**config.mk**
```make
export PLATFORM = sky130hd
export DESIGN_NAME = adc_frame_top
export DESIGN_NICKNAME = d
export VERILOG_FILES = /design/src/rtl/adc_frame_pkg.sv /design/src/rtl/adc_frame_ctrl.sv /design/src/rtl/adc_frame_dp.sv /design/src/rtl/adc_frame_top.sv
export SDC_FILE = /design/constraint.sdc
export NUM_CORES = 1
export LEC_CHECK = 0
export BUFFER_PORTS_ARGS = -buffer_cell sky130_fd_sc_hd__buf_2
export CORE_MARGIN = 2
export CORE_UTILIZATION = 55
export DETAILED_ROUTE_END_ITERATION = 10
export HOLD_SLACK_MARGIN = 0.02
export PLACE_DENSITY_LB_ADDON = 0.12
export SYNTH_ARGS = -nofsm -noshare
export SYNTH_HDL_FRONTEND = slang
export SYNTH_SLANG_ARGS = --single-unit
export TNS_END_PERCENT = 30
```
**constraint.sdc**
```tcl
create_clock -name clk -period 2.1 [get_ports clk]
set_input_delay 0.315 -clock clk [delete_from_list [all_inputs] [get_ports clk]]
set_output_delay 0.315 -clock clk [all_outputs]
set_load 0.05 [all_outputs]
```
**src/rtl/adc_frame_pkg.sv**
```systemverilog
package adc_frame_pkg;
  typedef struct packed {
    logic load;
    logic shift;
    logic dummy;
  } frame_strobe_t;
endpackage

```
**src/rtl/adc_frame_ctrl.sv**
```systemverilog
module adc_frame_ctrl #(
  parameter int DATA_W = 12,
  parameter int WAKE_EDGE = 10
) (
  input  logic clk,
  input  logic rst,
  input  logic csN,
  input  logic chSel,
  output adc_frame_pkg::frame_strobe_t strobe,
  output logic chLat,
  output logic dataOe,
  output logic powerDown,
  output logic frameValid
);
  localparam int FRAME_W = DATA_W + 3;
  localparam int CNT_W = $clog2(FRAME_W + 1);
  localparam logic [CNT_W-1:0] LAST = CNT_W'(FRAME_W);
  localparam logic [CNT_W-1:0] WAKE = CNT_W'(WAKE_EDGE);
  localparam logic [CNT_W-1:0] CH_EDGE = CNT_W'(DATA_W);

  logic csQ;
  logic dummyQ;
  logic [CNT_W-1:0] cnt;
  logic startEdge, running, ending;

  assign startEdge = ~csN & csQ;
  assign running = ~csN & ~csQ;
  assign ending = csN & ~csQ;

  always_ff @(posedge clk) begin
    if (rst) begin
      csQ <= 1'b1;
      cnt <= '0;
      powerDown <= 1'b0;
      dummyQ <= 1'b0;
      chLat <= 1'b0;
    end else begin
      csQ <= csN;
      if (startEdge) begin
        cnt <= '0;
        dummyQ <= powerDown;
      end else if (running) begin
        if (cnt != LAST) cnt <= cnt + 1'b1;
        if (powerDown && cnt == WAKE - 1'b1) powerDown <= 1'b0;
        if (cnt == CH_EDGE - 1'b1) chLat <= chSel;
      end else if (ending) begin
        if (cnt < WAKE) powerDown <= 1'b1;
      end
    end
  end

  always_comb begin
    strobe.load = startEdge;
    strobe.shift = running;
    strobe.dummy = powerDown;
  end

  assign dataOe = running & (cnt != LAST);
  assign frameValid = running & ~dummyQ;

  a_r5_early_rise_sleeps: assert property (@(posedge clk) disable iff (rst)
    (ending && cnt < WAKE) |=> powerDown);
  a_r6_late_rise_keeps: assert property (@(posedge clk) disable iff (rst)
    (ending && cnt >= WAKE && !powerDown) |=> !powerDown);
  a_r7_wake_at_edge: assert property (@(posedge clk) disable iff (rst)
    (running && powerDown && cnt == WAKE - 1'b1) |=> !powerDown);
  a_r3_count_holds: assert property (@(posedge clk) disable iff (rst)
    (running && cnt == LAST) |=> (cnt == LAST));
  a_r9_channel_latch: assert property (@(posedge clk) disable iff (rst)
    (running && cnt == CH_EDGE - 1'b1) |=> (chLat == $past(chSel)));
endmodule

```
**src/rtl/adc_frame_dp.sv**
```systemverilog
module adc_frame_dp #(
  parameter int DATA_W = 12
) (
  input  logic clk,
  input  logic rst,
  input  adc_frame_pkg::frame_strobe_t strobe,
  input  logic chLat,
  input  logic [DATA_W-1:0] sampleA,
  input  logic [DATA_W-1:0] sampleB,
  output logic dataOut
);
  localparam int FRAME_W = DATA_W + 3;

  logic [FRAME_W-1:0] shReg;
  logic [DATA_W-1:0] chosen;

  assign chosen = chLat ? sampleB : sampleA;

  always_ff @(posedge clk) begin
    if (rst) begin
      shReg <= '0;
    end else if (strobe.load) begin
      shReg <= strobe.dummy ? '0 : {1'b0, chosen, 2'b00};
    end else if (strobe.shift) begin
      shReg <= {shReg[FRAME_W-2:0], 1'b0};
    end
  end

  assign dataOut = shReg[FRAME_W-1];

  a_r2_lead_zero: assert property (@(posedge clk) disable iff (rst)
    strobe.load |=> !shReg[FRAME_W-1]);
endmodule

```
**src/rtl/adc_frame_top.sv**
```systemverilog
module adc_frame_top #(
  parameter int DATA_W = 12,
  parameter int WAKE_EDGE = 10
) (
  input  logic clk,
  input  logic rst,
  input  logic csN,
  input  logic chSel,
  input  logic [DATA_W-1:0] sampleA,
  input  logic [DATA_W-1:0] sampleB,
  output logic dataOut,
  output logic dataOe,
  output logic powerDown,
  output logic frameValid
);
  adc_frame_pkg::frame_strobe_t strobe;
  logic chLat;

  adc_frame_ctrl #(.DATA_W(DATA_W), .WAKE_EDGE(WAKE_EDGE)) u_ctrl (
    .clk(clk), .rst(rst), .csN(csN), .chSel(chSel),
    .strobe(strobe), .chLat(chLat), .dataOe(dataOe),
    .powerDown(powerDown), .frameValid(frameValid)
  );

  adc_frame_dp #(.DATA_W(DATA_W)) u_dp (
    .clk(clk), .rst(rst), .strobe(strobe), .chLat(chLat),
    .sampleA(sampleA), .sampleB(sampleB), .dataOut(dataOut)
  );
endmodule

```
* After elaboration in Yosys (flattened, before gate mapping)
Cells that the tools add are included.
** Word-level totals
- Register bits after elaboration :: 23
- Bits of input ports :: 28
- Output and inout bits :: 4
- Word-level logic and storage cells :: 37
** Operators by class
- Add/sub/neg operators :: 1
- Magnitude comparators :: 1
- Equal/unequal tests :: 4
- Muxes and demuxes :: 8
- Bitwise logic cells :: 9
- Reduce and logical (&&, ||, !) cells :: 8
** Operators with widths (number)
- $mux 15 :: 2
- $mux 14 :: 1
- $mux 12 :: 1
- $eq 4x4->1 const B :: 2
- $reduce_bool 2->1 :: 3
- $and 1x1->1 :: 5
- $add 4x1->4 const B :: 1
- $lt 4x4->1 const B :: 1
- $mux 1 :: 4
- $ne 4x4->1 const B :: 1
- $not 1->1 :: 4
- $reduce_and 4->1 :: 1
- $reduce_and 3->1 :: 1
- $ne 2x2->1 const B :: 1
- $reduce_and 2->1 :: 1
- $reduce_or 2->1 :: 1
- $logic_and 1x1->1 :: 1

* Logic depth before layout (Yosys ltp)
- Word-level depth :: 4
- Gate-level depth with buffers :: 5

* Cells and area by module
Synthesis repeated with hierarchy kept, for this count alone.
** Unflattened totals
- Cell total of the unflattened synthesis :: 129
- Area, all modules :: 1242.4 um^2
** By module, submodules not included
- adc_frame_dp :: instances 1, cells an instance 82, area an instance 789.5 um^2, seq. area each 260.2 um^2
- adc_frame_ctrl :: instances 1, cells an instance 47, area an instance 452.9 um^2, seq. area each 160.2 um^2

* Worst setup path after synthesis
No wires, ideal clock.
- Path kind :: flip-flop to output port
- Start point :: reg u_ctrl.csQ
- End point :: out frameValid
- Data arrival time :: 1688 ps
- Slack :: 97 ps
- Cell stages (with the launch flop) :: 4
- Path buffers :: 2
- Cell sequence :: dfxtp_1 -> buf_4 -> clkbuf_1 -> nor3_1
** Between the ends
- Cells in the longest elaborated chain, start to end :: 3
** RTL lines
- start, declared :: line adc_frame_ctrl.sv:21 : logic csQ;
- start signal, assigned :: line adc_frame_ctrl.sv:38 : csQ <= csN;
- $not 1->1 :: line adc_frame_ctrl.sv:27 : assign running = ~csN & ~csQ;
- $and 1x1->1 :: line adc_frame_ctrl.sv:27
- $and 1x1->1 :: line adc_frame_ctrl.sv:59 : assign frameValid = running & ~dummyQ;
- end, declared :: line adc_frame_top.sv:14 : output logic frameValid
No other way between the ends.

* Final worst setup path
- Start point :: reg u_ctrl.cnt[0]
- End point :: out dataOe
** Between the ends
- Cells in the longest elaborated chain, start to end :: 2
** RTL lines
- start, declared :: line adc_frame_ctrl.sv:23 : logic [CNT_W-1:0] cnt;
- start signal, assigned :: line adc_frame_ctrl.sv:43 : if (cnt != LAST) cnt <= cnt + 1'b1;
- $ne 4x4->1 :: line adc_frame_ctrl.sv:58 : assign dataOe = running & (cnt != LAST);
- $and 1x1->1 :: line adc_frame_ctrl.sv:58
- end, declared :: line adc_frame_top.sv:12 : output logic dataOe,
No other way between the ends.

==> parameters.txt <==
Parameter                              Value

Logic synthesis
  Cell taking the most area after synthesis ... sky130_fd_sc_hd__dfxtp_1
  Number of flops mapped to enable cells by yosys ... 0
  Post-synthesis sequential element count ... 21
  Gate count of the mapped netlist ... 113
  Post-synth top flop ... sky130_fd_sc_hd__dfxtp_1
  Avg Inst Size Synth ... 10.32 sq um
  Share of synthesized registers carrying an async set or reset ... 0
  Cells taking the most area after synthesis ... sky130_fd_sc_hd__dfxtp_1 (36%), sky130_fd_sc_hd__mux2_4 (10%), sky130_fd_sc_hd__nor3b_1 (7.7%)
  Distinct cells, synth ... 30
  Net Count, Synth ... 143
  Top cell type's share of synthesized area ... 0.3605
  Sequential element share of the synthesized area ... 0.3605
  Netlist Area Pre-Place ... 1166 sq um
  Number of warnings issued by yosys ... 0

STA
  Post-layout worst setup margin ... 109.9 ps
  Minimum clock period after layout ... 1990 ps
  Max Clock Skew ... 3.417 ps
  Setup violations, final ... 0
  Total Neg Setup Slack ... 0 ps
  Transition time at the pin with the least slew margin ... 743.1 ps
  Number of pins exceeding their max-slew limit in the final report ... 0
  RSZ-0062 raised after global routing ... no
  Share of the clock period used by the worst path ... 0.9477
  Achievable clock frequency ... 0.5025 GHz
  Slew margin rel. ... 0.5039
  Final-report hold violation count ... 0

Route
  Vias ... 996
  First-pass iteration count of the detailed router ... 4
  Remaining routing DRC violations ... 0
  Antenna viol nets, final ... 0
  Final routed wire length divided by cell count ... 14.46 microns
  Avg Vias per Cell ... 5.893
  Total routed wirelength ... 2.443 mm
  Iteration-0 DRC Markers ... 26

Setup path
  CP max-delay cell ... sky130_fd_sc_hd__a311oi_4
  Max FO, Critical Path ... 5
  Sort of element at the start of the critical path ... flop
  Required time of the critical path ... 1780 ps
  Category of cells accounting for the largest share of critical-path delay ... compound AO/OA/AOI/OAI gates
  Stages on worst setup path ... 3
  Crit path buffers/inverters ... 1
  Reg2Reg Setup Slack ... 500 ps
  Critical path arrival ... 1680 ps
  Endpoint of the most critical register-to-register path ... u_dp.shReg[11]$_SDFFE_PP0P_
  Number of cells on the worst reg-to-reg path ... 4
  Startpoint of the lowest-slack register-to-register path ... u_ctrl.csQ$_SDFF_PP1_
  Series of cell instances along the critical path ... ha_1 -> a311oi_4 -> buf_4
  Critical Setup Path Class ... flop to primary output
  Category of the worst setup path capture point ... primary output
  Largest stage delay on the critical path ... 430 ps

Power and ir drop
  Maximum vdd ir drop ... 0.0004115 V
  Cell leakage power ... 0.5530 nW
  Pwr per Cell Area ... 560.8 nW/um^2
  Total Power ... 0.0007521 W

Min path
  Hold path cells ... 2
  Endpoint, Worst Hold ... u_ctrl.chLat$_SDFFE_PP0P_
  Hold Path Class ... primary input to flop
  Launch instance of the worst min-delay path ... chSel

Global routing
  Remaining global-route overflow ... 0
  Vias in the first global route ... 892
  First-pass GRT wire length ... 4.057 mm
  Global router's overall resource usage ... 0.2154
  Maximum number of pins on one net before global-route repair ... 20
  Antenna violations before repair ... 0

CTS
  Later-pin clock latency in the skew report ... 300 ps
  Maximum buffer depth of the clock tree ... 2
  Clock tree from TritonCTS ... built
  Number of H-tree levels ... 1
  Number of buffers added for setup after CTS ... 0
  Quantity of gates resized following cts ... 0
  Cell at the root of the clock tree ... sky130_fd_sc_hd__clkbuf_4
  Hold-fix buffer count after cts ... 0
  Clock transition at the registers of the reported paths ... 110 ps
  Number of CTS-inserted buffers ... 3
  Clk sink count ... 21

Cells and area
  Fill count ... 176
  Final Net Count ... 173
  Share of cells above drive strength 1 ... 0.4085
  Antenna diode count ... 0
  Layout Area Growth over Synthesis ... 15.02%

Die
  Initial Utilization ... 0.5884
  I/O Pins ... 32
  DIE WIDTH ... 50.05 microns
  Core area ... 1982 sq um
  Floorplan row count ... 16
  Die height ... 50.05 microns
  Floorplan die area ... 2505 sq um

Run status
  Status ... complete, no violations

Placement
  Detailed placement HPWL ... 1.627 mm
  Total of buffers placed on input and output ports ... 31
  Final estimated routing congestion in global placement ... 0.8430
  Worst slack, placed ... 426.4 ps

Job
  Number of max-capacitance violations reported ... 0
report_power, final:
group          internal [W]  switching [W]  total [W]  leakage [nW]
logic             0.0000644      0.0000613   0.000126         0.367
clock network     0.0000742       0.000121   0.000196        0.0150
registers          0.000415      0.0000158   0.000431         0.172
area by class of cell:
class,instances,area (sq um),share of cell area
well taps,27,33.78,0.02519
inverters,4,15.01,0.01119
clock buffers,4,26.28,0.01959
flip-flops and latches,21,420.4,0.3134
multi-input cells,79,665.6,0.4963
repair buffers,34,180.2,0.1343
worst max path at each step:
stage	end	from
3_5_place_dp	dataOe	u_ctrl.cnt[0]$_SDFFE_PP0P_
2_1_floorplan	frameValid	u_ctrl.csQ$_SDFF_PP1_
5_1_grt	dataOe	u_ctrl.cnt[0]$_SDFFE_PP0P_
4_1_cts	dataOe	u_ctrl.cnt[0]$_SDFFE_PP0P_
6_report	dataOe	u_ctrl.cnt[0]$_SDFFE_PP0P_
3_3_place_gp	dataOe	u_ctrl.cnt[0]$_SDFFE_PP0P_
stage by stage:
step | area, sq um | hold slack, ps | util | std cells
3_5_place_dp | 1313 | 486.9 | 0.6622 | 165
5_1_grt | 1341 | 258.3 | 0.6768 | 169
2_1_floorplan | 1166 | 464.9 | - | 113
3_3_place_gp | 1313 | 473.5 | 0.6622 | 165
6_report | 1341 | 256.9 | 0.6768 | 169
4_1_cts | 1339 | 253.5 | 0.6755 | 169
layout by cell type (no fill, tap or decap), types with 3 or more instances in the layout:
cell type                  instances
sky130_fd_sc_hd__nor2_1           16
sky130_fd_sc_hd__buf_4             4
sky130_fd_sc_hd__nor3b_1          12
sky130_fd_sc_hd__nand2_1           3
sky130_fd_sc_hd__inv_1             4
sky130_fd_sc_hd__a221oi_1          8
sky130_fd_sc_hd__dfxtp_1          21
sky130_fd_sc_hd__clkbuf_4          3
sky130_fd_sc_hd__a221oi_2          3
sky130_fd_sc_hd__mux2_2            4
sky130_fd_sc_hd__buf_2            30
sky130_fd_sc_hd__a21oi_1           4
sky130_fd_sc_hd__mux2_4            8
logic make-up (layout without fill, tap and decap cells):
group                    count (synthesis)  after routing  share of synthesized area
multiplexers                            13             13                     0.1502
AND/OR/NAND/NOR                         37             37                     0.1824
XOR/XNOR                                 1              1                   0.007512
flip-flops                              21             21                     0.3605
AO/OA/AOI/OAI                           26             26                     0.2092
buffers and inverters                   13             42                    0.06866
adder cells (fa/ha/maj)                  2              2                    0.02146
layer usage:
| metal | GRT usage | wire length [microns] | up-vias |
|---|---|---|---|
| met4 | 0.1204 | 63 | 0 |
| met1 | 0.2547 | 1032 | 475 |
| met3 | 0.03030 | 116 | 9 |
| li1 | - | - | 477 |
| met2 | 0.3684 | 1231 | 35 |
| met5 | 0 | 0 | - |
synthesized netlist by cell type (2+ instances only):
cell                       count
sky130_fd_sc_hd__nand2_1       3
sky130_fd_sc_hd__mux2_4        8
sky130_fd_sc_hd__nand2b_1      2
sky130_fd_sc_hd__a21oi_1       4
sky130_fd_sc_hd__nor2_1       16
sky130_fd_sc_hd__a211oi_1      2
sky130_fd_sc_hd__clkbuf_1      3
sky130_fd_sc_hd__nor3b_1      12
sky130_fd_sc_hd__ha_1          2
sky130_fd_sc_hd__a211oi_2      2
sky130_fd_sc_hd__a221oi_1      8
sky130_fd_sc_hd__a221oi_2      3
sky130_fd_sc_hd__buf_6         3
sky130_fd_sc_hd__dfxtp_1      21
sky130_fd_sc_hd__buf_4         2
sky130_fd_sc_hd__inv_1         4
sky130_fd_sc_hd__mux2_2        4
sky130_fd_sc_hd__o21ai_0       2
registers in the layout, indices dropped and copies added, names as in the netlist:
name and flops:
u_ctrl.dummyQ 1, u_ctrl.cnt 4, u_dp.shReg 13, u_ctrl.csQ 1, u_ctrl.chLat 1, u_ctrl.powerDown 1
No activity file was read; power rests on OpenSTA's default activity.
